[config.mk]
export PLATFORM = sky130hd
export DESIGN_NAME = usb_cmd_pacer
export DESIGN_NICKNAME = d
export VERILOG_FILES = /design/src/rtl/usb_cmd_pkg.sv /design/src/rtl/usb_cmd_reg.sv /design/src/rtl/usb_sts_bank.sv /design/src/rtl/usb_uframe_pacer.sv /design/src/rtl/usb_cmd_pacer.sv
export SDC_FILE = /design/constraint.sdc
export NUM_CORES = 1
export LEC_CHECK = 0
export ABC_CLOCK_PERIOD_IN_PS = 2500
export BUFFER_PORTS_ARGS = -buffer_cell sky130_fd_sc_hd__buf_2
export CAP_MARGIN = 20
export CORE_ASPECT_RATIO = 1.25
export CORE_MARGIN = 1.5
export CORE_UTILIZATION = 43
export DETAILED_ROUTE_END_ITERATION = 10
export GPL_ROUTABILITY_DRIVEN = 0
export PLACE_DENSITY = 0.8
export SLEW_MARGIN = 20
export SYNTH_ARGS = -nofsm -noshare
export SYNTH_HDL_FRONTEND = slang
export SYNTH_SLANG_ARGS = --single-unit
[constraint.sdc]
create_clock -name clk -period 2.5 [get_ports clk]
set_input_delay 0.75 -clock clk [delete_from_list [all_inputs] [get_ports clk]]
set_output_delay 0.75 -clock clk [all_outputs]
set_load 0.01 [all_outputs]
[src/rtl/usb_cmd_pkg.sv]
package usb_cmd_pkg;
  localparam int CMD_W      = 32;
  localparam int THR_LSB    = 16;
  localparam int THR_W      = 8;
  localparam int DB_BIT     = 6;
  localparam int AEN_BIT    = 5;
  localparam int CRST_BIT   = 1;
  localparam logic [THR_W-1:0] THR_RST = 8'h08;
  localparam int MAX_THR    = 64;
  localparam int CNT_W      = $clog2(MAX_THR);

  function automatic logic thr_legal(input logic [THR_W-1:0] v);
    return (v != '0) && !v[THR_W-1] && ((v & (v - 1'b1)) == '0);
  endfunction
endpackage

[src/rtl/usb_cmd_reg.sv]
module usb_cmd_reg
  import usb_cmd_pkg::*;
(
  input  logic             clk,
  input  logic             rst_n,
  input  logic             wr_en,
  input  logic [CMD_W-1:0] wr_data,
  input  logic             adv_done,
  output logic [CMD_W-1:0] rd_data,
  output logic [THR_W-1:0] thr,
  output logic             async_en,
  output logic             doorbell,
  output logic             creset,
  output logic             adv_post
);
  logic [THR_W-1:0] thr_q;
  logic             en_q;
  logic             db_q;
  logic [THR_W-1:0] wr_thr;

  assign wr_thr   = wr_data[THR_LSB +: THR_W];
  assign creset   = wr_en && wr_data[CRST_BIT];
  assign adv_post = adv_done && db_q;

  always_ff @(posedge clk or negedge rst_n) begin
    if (!rst_n) begin
      thr_q <= THR_RST;
      en_q  <= 1'b0;
      db_q  <= 1'b0;
    end else if (creset) begin
      thr_q <= THR_RST;
      en_q  <= 1'b0;
      db_q  <= 1'b0;
    end else begin
      if (wr_en) begin
        if (thr_legal(wr_thr)) thr_q <= wr_thr;
        en_q <= wr_data[AEN_BIT];
      end
      if (adv_post)
        db_q <= 1'b0;
      else if (wr_en && wr_data[DB_BIT] && en_q)
        db_q <= 1'b1;
    end
  end

  always_comb begin
    rd_data                     = '0;
    rd_data[THR_LSB +: THR_W]   = thr_q;
    rd_data[DB_BIT]             = db_q;
    rd_data[AEN_BIT]            = en_q;
  end

  assign thr      = thr_q;
  assign async_en = en_q;
  assign doorbell = db_q;

  a_r2_thr_legal: assert property (@(posedge clk) disable iff (!rst_n)
    (thr_q != '0) && $onehot0(thr_q) && !thr_q[THR_W-1]);

  a_r5_ring_needs_enable: assert property (@(posedge clk) disable iff (!rst_n)
    $rose(db_q) |-> $past(en_q));
endmodule

[src/rtl/usb_sts_bank.sv]
module usb_sts_bank #(
  parameter int NSTS      = 6,
  parameter int ASYNC_IDX = 5
) (
  input  logic            clk,
  input  logic            rst_n,
  input  logic [NSTS-1:0] evt_set,
  input  logic            adv_post,
  input  logic            clr_en,
  input  logic [NSTS-1:0] clr_data,
  output logic [NSTS-1:0] sts_q
);
  logic [NSTS-1:0] set_v;

  for (genvar i = 0; i < NSTS; i++) begin : g_bit
    if (i == ASYNC_IDX) begin : g_adv
      assign set_v[i] = adv_post;
    end else begin : g_evt
      assign set_v[i] = evt_set[i];
    end

    always_ff @(posedge clk or negedge rst_n) begin
      if (!rst_n)
        sts_q[i] <= 1'b0;
      else if (set_v[i])
        sts_q[i] <= 1'b1;
      else if (clr_en && clr_data[i])
        sts_q[i] <= 1'b0;
    end

    a_r7_rise_needs_set: assert property (@(posedge clk) disable iff (!rst_n)
      $rose(sts_q[i]) |-> $past(set_v[i]));
  end
endmodule

[src/rtl/usb_uframe_pacer.sv]
module usb_uframe_pacer
  import usb_cmd_pkg::*;
(
  input  logic             clk,
  input  logic             rst_n,
  input  logic             tick,
  input  logic             creset,
  input  logic [THR_W-1:0] thr,
  input  logic             pend,
  output logic             irq
);
  logic [CNT_W-1:0] cnt_q;
  logic [THR_W-1:0] cnt_ext;
  logic             window_end;
  logic             irq_q;

  assign cnt_ext    = THR_W'(cnt_q);
  assign window_end = tick && !creset && (cnt_ext >= (thr - 1'b1));

  always_ff @(posedge clk or negedge rst_n) begin
    if (!rst_n) begin
      cnt_q <= '0;
      irq_q <= 1'b0;
    end else begin
      if (creset)
        cnt_q <= '0;
      else if (window_end)
        cnt_q <= '0;
      else if (tick)
        cnt_q <= cnt_q + 1'b1;

      if (window_end)
        irq_q <= pend;
      else if (!pend)
        irq_q <= 1'b0;
    end
  end

  assign irq = irq_q;

  a_r8_rise_on_tick: assert property (@(posedge clk) disable iff (!rst_n)
    $rose(irq_q) |-> $past(tick));

  a_r9_fall_needs_idle: assert property (@(posedge clk) disable iff (!rst_n)
    $fell(irq_q) |-> !$past(pend));
endmodule

[src/rtl/usb_cmd_pacer.sv]
module usb_cmd_pacer
  import usb_cmd_pkg::*;
#(
  parameter int NSTS      = 6,
  parameter int ASYNC_IDX = 5
) (
  input  logic             clk,
  input  logic             rst_n,
  input  logic             cmd_wr_en,
  input  logic [CMD_W-1:0] cmd_wr_data,
  output logic [CMD_W-1:0] cmd_rd_data,
  input  logic             sts_clr_en,
  input  logic [NSTS-1:0]  sts_clr_data,
  input  logic [NSTS-1:0]  intr_en,
  input  logic [NSTS-1:0]  evt_set,
  input  logic             uframe_tick,
  input  logic             adv_done,
  output logic [NSTS-1:0]  sts_q,
  output logic             async_adv_sts,
  output logic             sched_async_en,
  output logic             irq
);
  logic [THR_W-1:0] thr;
  logic             doorbell;
  logic             creset;
  logic             adv_post;
  logic             pend;

  usb_cmd_reg u_reg (
    .clk      (clk),
    .rst_n    (rst_n),
    .wr_en    (cmd_wr_en),
    .wr_data  (cmd_wr_data),
    .adv_done (adv_done),
    .rd_data  (cmd_rd_data),
    .thr      (thr),
    .async_en (sched_async_en),
    .doorbell (doorbell),
    .creset   (creset),
    .adv_post (adv_post)
  );

  usb_sts_bank #(.NSTS(NSTS), .ASYNC_IDX(ASYNC_IDX)) u_sts (
    .clk      (clk),
    .rst_n    (rst_n),
    .evt_set  (evt_set),
    .adv_post (adv_post),
    .clr_en   (sts_clr_en),
    .clr_data (sts_clr_data),
    .sts_q    (sts_q)
  );

  assign pend          = |(sts_q & intr_en);
  assign async_adv_sts = sts_q[ASYNC_IDX];

  usb_uframe_pacer u_pacer (
    .clk    (clk),
    .rst_n  (rst_n),
    .tick   (uframe_tick),
    .creset (creset),
    .thr    (thr),
    .pend   (pend),
    .irq    (irq)
  );

  a_r6_db_fall_posts: assert property (@(posedge clk) disable iff (!rst_n)
    $fell(doorbell) |-> (sts_q[ASYNC_IDX] || $past(creset)));
endmodule

======== Yosys cells after proc, flatten, opt, wreduce, memory -nomap -nowiden ========
Index checks and enable logic that the tools add are counted.
cells by class
  add/sub/neg operators ................... 3
  multiply operators ...................... 0
  divide/modulo/power cells ............... 0
  order comparisons ....................... 1
  equality and inequality tests ........... 1
  shifts and indexed selects .............. 0
  multiplexer cells ....................... 25
  bitwise logic cells ..................... 2
  reduce and logical (&&, ||, !) cells .... 30
operators with widths
  kind                                               number
  two-way mux 8 bit                                  3
  two-way mux 1 bit                                  19
  two-way mux 6 bit                                  3
  nonzero test 2 bit                                 8
  subtractor 8 x 1 -> 8 bit (second input constant)  2
  logical AND 1 bit                                  14
  bitwise AND 8 bit                                  1
  greater-or-equal comparator 6 x 8 -> 1 bit         1
  logical NOT 8 bit                                  1
  nonzero test 8 bit                                 1
  adder 6 x 1 -> 6 bit (second input constant)       1
  bitwise AND 6 bit                                  1
  nonzero test 3 bit                                 2
  OR reduction 6 bit                                 1
  logical NOT 1 bit                                  2
  inequality test 2 bit (second input constant)      1
  AND reduction 2 bit                                1
word-level totals
  register bits after elaboration ......... 23
  latch bits .............................. 0
  memory bits (writable) .................. 0
  bits in read-only memories .............. 0
  input bits .............................. 56
  logic and storage cells ................. 73
  memories kept ........................... 0

======== Depth between registers and ports, before layout ========
Gate-level depths: netlist of the first run.
  depth in word-level cells ............... 7
  gate-level depth with buffers ........... 10

======== Hierarchy ========
From an unflattened synthesis of the first run, not the netlist that was laid out.
unflattened totals
  cells, all modules ...................... 205
  area total of the unflattened synthesis .. 1849.3 um^2
modules (own cells, without submodules)
  module            instances  cells an instance  area each (um^2)
  usb_cmd_reg       1          105                915.9
  usb_uframe_pacer  1          77                 680.7
  usb_sts_bank      1          18                 217.7
  usb_cmd_pacer     1          5                  35.0

======== Worst setup path after synthesis of the first run ========
Ideal clock, no wire load.
  path type ............................... in2reg
  start point ............................. in cmd_wr_data[19]
  end point ............................... reg u_reg.thr_q[0] (netlist: u_reg.thr[0])
  setup time .............................. 0.136 ns
  arrival ................................. 2.041 ns
  required time ........................... 2.364 ns
  path slack .............................. 0.324 ns
  cell stages on the path ................. 5
  path buffers ............................ 0
  path through ............................ or4_4 -> xor2_2 -> a211o_2 -> nand3_1 -> a21oi_1
on the way
  cells in the longest elaborated chain, start to end .. 6
  elaborated cells between the ends (all ways) .. 8
  those cells by class .................... add/sub: 1; bitwise: 1; reduce/logical: 6
RTL lines
  what                               RTL line             source
  start, declared                    usb_cmd_pacer.sv:10  input logic [CMD_W-1:0] cmd_wr_data,
  subtractor 8 x 1 -> 8 bit          usb_cmd_pkg.sv:13    return (v != '0) && !v[THR_W-1] && ((v & (v - 1'b1)) == '0);
  bitwise AND 8 bit                  usb_cmd_pkg.sv:13
  logical NOT 8 bit                  usb_cmd_pkg.sv:13
  logical AND 1 bit (*)              usb_cmd_pkg.sv:13
  nonzero test 2 bit (no line) (*)   --
  AND reduction 2 bit (no line) (*)  --
  end signal, assigned               usb_cmd_reg.sv:36    if (thr_legal(wr_thr)) thr_q <= wr_thr;
  end, declared                      usb_cmd_reg.sv:16    logic [THR_W-1:0] thr_q;
Mark *: on every way between the ends. The rest lies on a longest branch, timed or not.
A chain may end at the register's enable or synchronous reset.

======== Worst setup path after layout of the first run ========
  start point ............................. reg u_reg.thr_q[0] (netlist: u_reg.thr[0])
  end point ............................... reg u_pacer.cnt_q[3]
on the way
  cells in the longest elaborated chain, start to end .. 5
  elaborated cells between the ends (all ways) .. 6
  those cells by class .................... add/sub: 1; order compare: 1; mux: 2; reduce/logical: 2
RTL lines
  what                                            RTL line                source
  subtractor 8 x 1 -> 8 bit (*)                   usb_uframe_pacer.sv:18  assign window_end = tick && !creset && (cnt_ext >= (thr - 1'b1));
  greater-or-equal comparator 6 x 8 -> 1 bit (*)  usb_uframe_pacer.sv:18
  logical AND 1 bit (*)                           usb_uframe_pacer.sv:18
  two-way mux 6 bit                               usb_uframe_pacer.sv:27  else if (window_end)
  two-way mux 6 bit                               usb_uframe_pacer.sv:25  if (creset)
  end signal, assigned                            usb_uframe_pacer.sv:30  cnt_q <= cnt_q + 1'b1;
  end, declared                                   usb_uframe_pacer.sv:12  logic [CNT_W-1:0] cnt_q;
Marks and branches as above.

==> flow_summary.json, run 1 <==
{
  "dpl_cell_area_sq_um": 1770,
  "crit_family": "compound AO/OA/AOI/OAI gates",
  "routed_wirelength_mm": 3.01,
  "synthesis.area_sq_um": 1580,
  "cp-start-kind": "flop",
  "p_leak_uw": 0.000892,
  "setup_violations": 0,
  "yosys_warnings": 0,
  "clockBufferDepth": 2,
  "skew_ns": 0.00201,
  "ir_drop_uv": 410,
  "synth_top_cell_area_share_pct": 34.9,
  "area_growth_pct": 15.1,
  "viasPerCell": 5.27,
  "htree_levels": 1,
  "fin_nets": 281,
  "overflow": 0,
  "crit_arrival_ns": 2.40,
  "endpoint_kind": "flop",
  "cts_tree": "yes",
  "clk_pin_slew_ns": 0.08,
  "port_buffers": 52,
  "first_global_vias": 1179,
  "synth_ff_type": "dfrtp_1",
  "cts_setup_buffers": 0,
  "cp_num_buf_inv": 1,
  "synth_area_leader_cell": "dfrtp_1",
  "antenna_found_initial": 0,
  "ioPinCount": 97,
  "cp_max_fo": 7,
  "die_w_um": 57.2,
  "tightest_slew_ns": 0.523,
  "fp.dieH_um": 70.8,
  "powerDensity_nw_per_um2": 457,
  "wire_per_inst_um": 11.8,
  "cap_violations": 0,
  "r2r_cells": 9,
  "start_util_pct": 44.9,
  "status": "finished, final reports clean",
  "cts_buffers": 3,
  "cp_slowest_cell": "dfrtp_1",
  "crit_required_ns": 2.68,
  "synth.area.top_cells": "dfrtp_1, buf_4, ha_1",
  "antenna_left": 0,
  "hold_viol_final": 0,
  "cp.depth": 9,
  "setup_tns_ns": 0,
  "synth_cell_types": 42,
  "antenna_cells": 0,
  "drive_above_1_share_pct": 29.6,
  "finalCriticalPeriod_ns": 2.23,
  "fmax_mhz": 449,
  "netlist_instances": 167,
  "hpwl_mm": 2.37,
  "yosysMostFrequentCell": "buf_4",
  "cts_root_buf": "clkbuf_8",
  "crit_type": "flop to flop",
  "fin_crit_sh_pct": 89.0,
  "rsz0062_at_grt": "no",
  "finalMaxSlewViolations": 0,
  "slowest_delay_ns": 0.41,
  "synthTopCellsByCount": "buf_4, dfrtp_1, o21ai_0",
  "firstDrtPassIters": 4,
  "ys_seq_area_share_pct": 36.5,
  "num_rows": 24,
  "clk_latency_ns": 0.26,
  "drt_iter0_drc": 22,
  "grt_pass1_wl_mm": 5.03,
  "final_cell_area_sq_um": 1820,
  "grt_max_degree": 24,
  "synth.ff_latch_count": 23,
  "maxSlewHeadroom_pct": 65.1,
  "die_area_sq_um": 4050,
  "coreArea_sq_um": 3510,
  "postSynthAreaPerCell_sq_um": 9.46,
  "hp-class": "primary input to async pin",
  "synth_edf_count": 0,
  "postSynth.asyncResetShare_pct": 100,
  "drc": 0,
  "num_vias": 1343,
  "crit_top_cell": "ha_1",
  "cts_sinks": 23,
  "grt.total_usage_pct": 15.3,
  "crit_chain": "inv_1 -> ha_1 -> xnor2_1 -> ha_1 -> a211o_1 -> a31oi_1 -> o21ai_0 -> o31a_1 -> a211oi_1"
}
## worst reg2reg max path, delay by kind of cell (launching register included)
kind                       cells  cell delay, ns
xor gates and xnor gates       1            0.14
adders and majority gates      2            0.52
DFF                            1            0.41
buffers and inverters          1            0.08
AOI/OAI and AO/OA              5            1.00
## where the power goes
part           leakage [uW]  total, uW  internal [uW]  switching (uW)
clock             0.0000228        233            114             119
combinational      0.000576        179           77.6             102
sequential         0.000293        419            396            22.7
total              0.000892        831            588             244
## state kept, by name, summed over array words and instances (netlist names)
name            cells
u_reg.thr           8
u_pacer.cnt_q       6
u_sts.sts_q         6
u_pacer.irq         1
u_reg.async_en      1
u_reg.doorbell      1
## final cells by class
class                      instances  area [sq um]
fill                             356          1700
multi-input combinational        133           872
sequential                        23           577
timing repair buffer              52           260
tap                               39          48.8
clock buffer                       4          45.0
inverter                           4          15.0
## path summary, 6_finish.rpt
check	start	slack [ns]	to
hold reg to reg	u_sts.sts_q[2]$_DFFE_PN0P_	0.50	u_sts.sts_q[2]$_DFFE_PN0P_
min in group clk	u_sts.sts_q[2]$_DFFE_PN0P_	0.50	u_sts.sts_q[2]$_DFFE_PN0P_
hold / removal	rst_n	0.45	u_pacer.cnt_q[0]$_DFFE_PN0P_
max in group asynchronous	rst_n	1.68	u_reg.thr[3]$_DFFE_PN1P_
setup / recovery	u_reg.thr[0]$_DFFE_PN0P_	0.27	u_pacer.cnt_q[3]$_DFFE_PN0P_
setup reg to reg	u_reg.thr[0]$_DFFE_PN0P_	0.27	u_pacer.cnt_q[3]$_DFFE_PN0P_
## cells by family after synthesis
family	Yosys count	synth area share, %
and+or+nand+nor	49	19.2
AOI/OAI and AO/OA	45	18.6
buffers and inverters	32	13.5
DFF	23	36.5
adders and majority gates	9	6.97
xor gates and xnor gates	8	4.91
other	1	0.237
## repair_timing
action	CTS	global route
hold buffers	0	0
endpoints found under the setup margin	0	6
gates resized for setup	0	1
## per-layer routing
metal  global-route usage, %  part of all wire (%)  vias up
met5                       0                     0        -
met4                    5.43                   1.5        0
met3                    2.74                   6.4        5
met2                    25.5                    49       52
met1                    19.9                    43      630
li1                        -                     -      656
## layout by cell type (no fill, tap or decap), types with 5 or more instances in the layout
cell type and instances:
dfrtp_1 22, a21o_1 5, buf_2 52, o21ai_0 13, a21oi_1 10, ha_1 8, nand2_1 11, conb_1 22
nand3_1 12
## per-stage QoR
| step | setup slack (ns) | utilization (%) | instances | hold WS, ns | power, uW |
|---|---|---|---|---|---|
| final | 0.274 | 51.7 | 255 | 0.451 | 831 |
| after global routing | 0.0484 | 51.7 | 255 | 0.488 | 878 |
| after CTS | 0.213 | 51.6 | 255 | 0.468 | 834 |
| after detailed placement | 0.137 | 50.3 | 251 | 0.487 | 606 |
| after global placement | 0.142 | 50.3 | 251 | 0.486 | 602 |
| after floorplan | 0.324 | - | 188 | 0.454 | 559 |
(Power assumes the default switching activity.)
==> inputs of run 2 (changes only) <==
MAX_ROUTING_LAYER = met4   (was default)
==> run 2 against run 1 <==
Power about the same. Critical path depth unchanged. Clock power about the same. Critical endpoint unchanged. Largest power group unchanged. Highest routed layer unchanged.
==> flow_summary.json, run 2 (synthesis results as in run 1) <==
{
  "status": "finished, final reports clean",
  "hpwl_mm": 2.37,
  "crit_type": "flop to flop",
  "hold_viol_final": 0,
  "drive_above_1_share_pct": 29.6,
  "grt_max_degree": 24,
  "tightest_slew_ns": 0.523,
  "die_w_um": 57.2,
  "cp_slowest_cell": "dfrtp_1",
  "layout_commonest_cell": "buf_2",
  "grt.total_usage_pct": 15.8,
  "drc": 0,
  "cap_violations": 0,
  "ioPinCount": 97,
  "switching_share_pct": 29.3,
  "fin_hold_ws_ns": 0.451,
  "cts_setup_buffers": 0,
  "clkPwrFrac_pct": 28.0,
  "fin_util_pct": 51.7,
  "antenna_left": 0,
  "cp-start-kind": "flop",
  "num_rows": 24,
  "overflow": 0,
  "crit_required_ns": 2.68,
  "r2r_start": "u_reg.thr[0]$_DFFE_PN0P_",
  "cts_root_buf": "clkbuf_8",
  "area_growth_pct": 15.1,
  "routed_wirelength_mm": 3.01,
  "antenna_cells": 0,
  "first_global_vias": 1179,
  "cts_sinks": 23,
  "clk_pin_slew_ns": 0.08,
  "fin_crit_sh_pct": 89.0,
  "viasPerCell": 5.27,
  "cts_buffers": 3,
  "p_comb_share_pct": 21.6,
  "cp_max_fo": 7,
  "hp-class": "primary input to async pin",
  "cts_tree": "yes",
  "crit_path_start": "u_reg.thr[0]$_DFFE_PN0P_",
  "firstDrtPassIters": 4,
  "grt_pass1_wl_mm": 5.03,
  "setup_violations": 0,
  "crit_top_cell": "ha_1",
  "clockBufferDepth": 2,
  "seqPwrFrac_pct": 50.4,
  "fmax_mhz": 449,
  "mostFrequentLayoutCells": "buf_2, conb_1, dfrtp_1",
  "start_util_pct": 44.9,
  "crit_chain": "inv_1 -> ha_1 -> xnor2_1 -> ha_1 -> a211o_1 -> a31oi_1 -> o21ai_0 -> o31a_1 -> a211oi_1",
  "port_buffers": 52,
  "slowest_delay_ns": 0.41,
  "die_area_sq_um": 4050,
  "htree_levels": 1,
  "num_vias": 1344,
  "crit_arrival_ns": 2.40,
  "rsz0062_at_grt": "no",
  "endpoint_kind": "flop",
  "p_sw_uw": 244,
  "ir_drop_uv": 410,
  "powerDensity_nw_per_um2": 457,
  "drt_iter0_drc": 31,
  "largest_reg_flops": 8,
  "clk_latency_ns": 0.26,
  "coreArea_sq_um": 3510,
  "multi_input_comb_area_sq_um": 872,
  "fin_nets": 281,
  "setup_tns_ns": 0,
  "fp.dieH_um": 70.8,
  "seq_area_sq_um": 577,
  "power.internal_uw": 588,
  "finalMaxSlewViolations": 0,
  "antenna_found_initial": 0,
  "maxSlewHeadroom_pct": 65.1,
  "final.fill_count": 356,
  "wire_per_inst_um": 11.8,
  "finalCriticalPeriod_ns": 2.23,
  "skew_ns": 0.00207,
  "p_leak_uw": 0.000892
}
run 2: per-stage QoR:
step,setup slack (ns),cell area [sq um],total power [uW],std cells
after CTS,0.213,1810,834,255
after global routing,0.0484,1820,878,255
final,0.274,1820,831,255
after global placement,0.142,1770,602,251
after floorplan,0.324,1660,559,188
after detailed placement,0.137,1770,606,251
run 2: layout make-up:
cell class                 instances  area share, %
sequential                        23           31.7
inverter                           4          0.826
timing repair buffer              52           14.3
multi-input combinational        133           48.0
tap                               39           2.68
clock buffer                       4           2.48
run 2: path summary, 6_finish.rpt:
check	end	cells past startpoint	slack (ns)
min in group clk	u_sts.sts_q[2]$_DFFE_PN0P_	1	0.50
max reg2reg	u_pacer.cnt_q[3]$_DFFE_PN0P_	9	0.27
max in group asynchronous	u_reg.thr[3]$_DFFE_PN1P_	1	1.68
max	u_pacer.cnt_q[3]$_DFFE_PN0P_	9	0.27
min	u_pacer.cnt_q[0]$_DFFE_PN0P_	1	0.45
min reg2reg	u_sts.sts_q[2]$_DFFE_PN0P_	1	0.50
run 2: layer usage:
layer  track usage, %  vias up  wire [um]
li1                 -      657          -
met1             20.4      630       1330
met2             25.5       52       1460
met3             2.01        5        176
met4             5.43        0         46
met5                -        -          0
run 2: power by group through the flow:
stage | clock network [uW] | registers (uW) | logic [uW]
after floorplan | 0 | 429 | 130
after global placement | 0 | 425 | 176
final | 233 | 419 | 179
after CTS | 234 | 419 | 181
after detailed placement | 0 | 426 | 180
after global routing | 251 | 424 | 203
run 2: critical path, delay by kind of cell (launching register included):
kind	cells	cell delay [ns]
AOI/OAI and AO/OA	5	1.00
xor gates and xnor gates	1	0.14
buffers and inverters	1	0.08
DFF	1	0.41
adders and majority gates	2	0.52
run 2: what timing repair did:
item / in CTS / in global routing
resized for setup: 0 / 1
endpoints found under the setup margin: 0 / 6
hold buffers: 0 / 0
==> inputs of run 3 (changes only) <==
ABC_CLOCK_PERIOD_IN_PS = 1900   (was 2500)
CORE_UTILIZATION = 39   (was 43)
PLACE_DENSITY = 0.77   (was 0.8)
clock period = 1.9 ns   (was 2.5 ns; I/O delays follow)
==> run 3 against run 2 <==
Routed wire length grew 16%. Sequential power grew 32%. Sequential share of layout area shrank 3.5 points. Global-route usage grew 0.25 points. Power grew 37%. Maximum frequency grew 3.9%. The flow now finishes with violations (setup timing).
==> flow_summary.json, run 3 (synthesis results as in run 1) <==
{
  "largest_reg_flops": 8,
  "p_leak_uw": 0.00100,
  "crit_required_ns": 2.06,
  "cp_max_fo": 7,
  "cp-start-kind": "flop",
  "fmax_mhz": 467,
  "num_vias": 1426,
  "setup_tns_ns": -1.43,
  "cts_tree": "yes",
  "hp-class": "primary input to async pin",
  "endpoint_kind": "flop",
  "cts_sinks": 23,
  "seq_area_sq_um": 578,
  "overflow": 0,
  "die_area_sq_um": 4440,
  "fin_crit_sh_pct": 113,
  "r2r_start": "u_reg.thr[1]$_DFFE_PN0P_",
  "cap_violations": 0,
  "crit_type": "flop to flop",
  "first_global_vias": 1325,
  "layout_commonest_cell": "buf_2",
  "crit_family": "compound AO/OA/AOI/OAI gates",
  "htree_levels": 1,
  "drt_iter0_drc": 47,
  "ioPinCount": 97,
  "hpwl_mm": 2.58,
  "clk_pin_slew_ns": 0.09,
  "status": "complete, but fails checks",
  "clk_latency_ns": 0.27,
  "crit_chain": "inv_2 -> ha_4 -> xnor2_2 -> ha_1 -> a211o_1 -> a31oi_1 -> o21ai_1 -> o31a_1 -> buf_6 -> a22o_1",
  "antenna_cells": 0,
  "viasPerCell": 4.95,
  "drc": 0,
  "die_w_um": 59.9,
  "mostFrequentLayoutCells": "buf_2, conb_1, dfrtp_1",
  "powerDensity_nw_per_um2": 555,
  "ir_drop_uv": 427,
  "dr_wl_met3_um": 207,
  "finalMaxSlewViolations": 0,
  "failed_checks": "setup timing",
  "wire_per_inst_um": 12.1,
  "multi_input_comb_area_sq_um": 933,
  "maxSlewHeadroom_pct": 65.9,
  "setup_violations": 11,
  "hold_viol_final": 0,
  "final.fill_count": 386,
  "top_layer": "met4",
  "finalCriticalPeriod_ns": 2.14,
  "clockBufferDepth": 2,
  "grt.total_usage_pct": 16.0,
  "num_rows": 25,
  "fin_nets": 299,
  "place_ws_ns": -0.296,
  "crit_arrival_ns": 2.30,
  "antenna_left": 0,
  "wl_met1_mm": 1.45,
  "grt_max_degree": 24,
  "met2_length_mm": 1.74,
  "antenna_found_initial": 0,
  "grt_pass1_wl_mm": 5.40,
  "final_cell_area_sq_um": 2050,
  "start_util_pct": 41.4,
  "firstDrtPassIters": 4,
  "coreArea_sq_um": 3820,
  "skew_ns": 0.00590,
  "rsz0062_at_grt": "yes",
  "fp.dieH_um": 74.1,
  "cp_num_buf_inv": 2,
  "drive_above_1_share_pct": 40.6,
  "area_growth_pct": 29.6,
  "port_buffers": 52,
  "dpl_cell_area_sq_um": 1890,
  "cp_slowest_cell": "dfrtp_1",
  "slowest_delay_ns": 0.44,
  "crit_path_start": "u_reg.thr[1]$_DFFE_PN0P_",
  "worst_slack_ns": -0.243,
  "cts_root_buf": "clkbuf_8",
  "routed_wirelength_mm": 3.48,
  "holdBufCountCts": 0,
  "tightest_slew_ns": 0.512,
  "cts_buffers": 3
}
[run 3: cell count changes in the layout (fill, tap and decap cells not counted), sizes merged]
cell / previous run / this run
clkbuf: 4 / 3
buf: 52 / 70
clkinv: 0 / 1
[run 3: where the power goes]
group	switching (uW)	total, uW	internal (uW)	leakage [uW]
Sequential	30.1	551	521	0.000292
Combinational	148	274	125	0.000686
Clock	164	311	147	0.0000255
Total	343	1140	794	0.00100
[run 3: timing repair]
action	4_1_cts	5_1_grt
resized for setup	3	19
endpoints found under the setup margin	8	11
setup buffers	3	2
pin swaps	4	10
[run 3: layout make-up]
| cell class | count | area share (%) |
|---|---|---|
| Clock buffer | 3 | 2.02 |
| Clock inverter | 1 | 0.245 |
| Inverter | 4 | 0.734 |
| Multi-Input combinational cell | 133 | 45.6 |
| Sequential cell | 23 | 28.3 |
| Tap cell | 54 | 3.30 |
| Timing Repair Buffer | 70 | 19.8 |
[run 3: metrics by stage]
stage,instances,util [%],power (uW),hold WS (ns)
after global placement,279,49.4,807,0.486
after CTS,286,51.4,1130,0.277
after detailed placement,279,49.4,815,0.483
after floorplan,188,-,736,0.274
after global routing,288,53.6,1200,0.291
final,288,53.6,1140,0.261
[run 3: worst paths after layout]
kind	end	slack (ns)	cells past startpoint
setup reg to reg	u_pacer.irq$_DFFE_PN0P_	-0.24	10
min in group clk	u_sts.sts_q[2]$_DFFE_PN0P_	0.47	2
setup / recovery	u_pacer.irq$_DFFE_PN0P_	-0.24	10
hold / removal	u_sts.sts_q[5]$_DFFE_PN0P_	0.26	1
hold reg to reg	u_sts.sts_q[2]$_DFFE_PN0P_	0.50	1
max in group asynchronous	u_reg.thr[0]$_DFFE_PN0P_	1.27	1
[run 3: metal layers]
metal	vias up	global-route usage, %
met4	0	6.91
met2	65	26.8
met1	660	18.8
li1	690	-
met5	-	-
met3	11	2.61
[run 3: worst register-to-register path, stage by stage (launching register included)]
cell,delay [ns]
dfrtp_1,0.44
inv_2,0.07
ha_4,0.16
xnor2_2,0.12
ha_1,0.30
a211o_1,0.25
a31oi_1,0.16
o21ai_1,0.08
o31a_1,0.12
buf_6,0.15
a22o_1,0.18
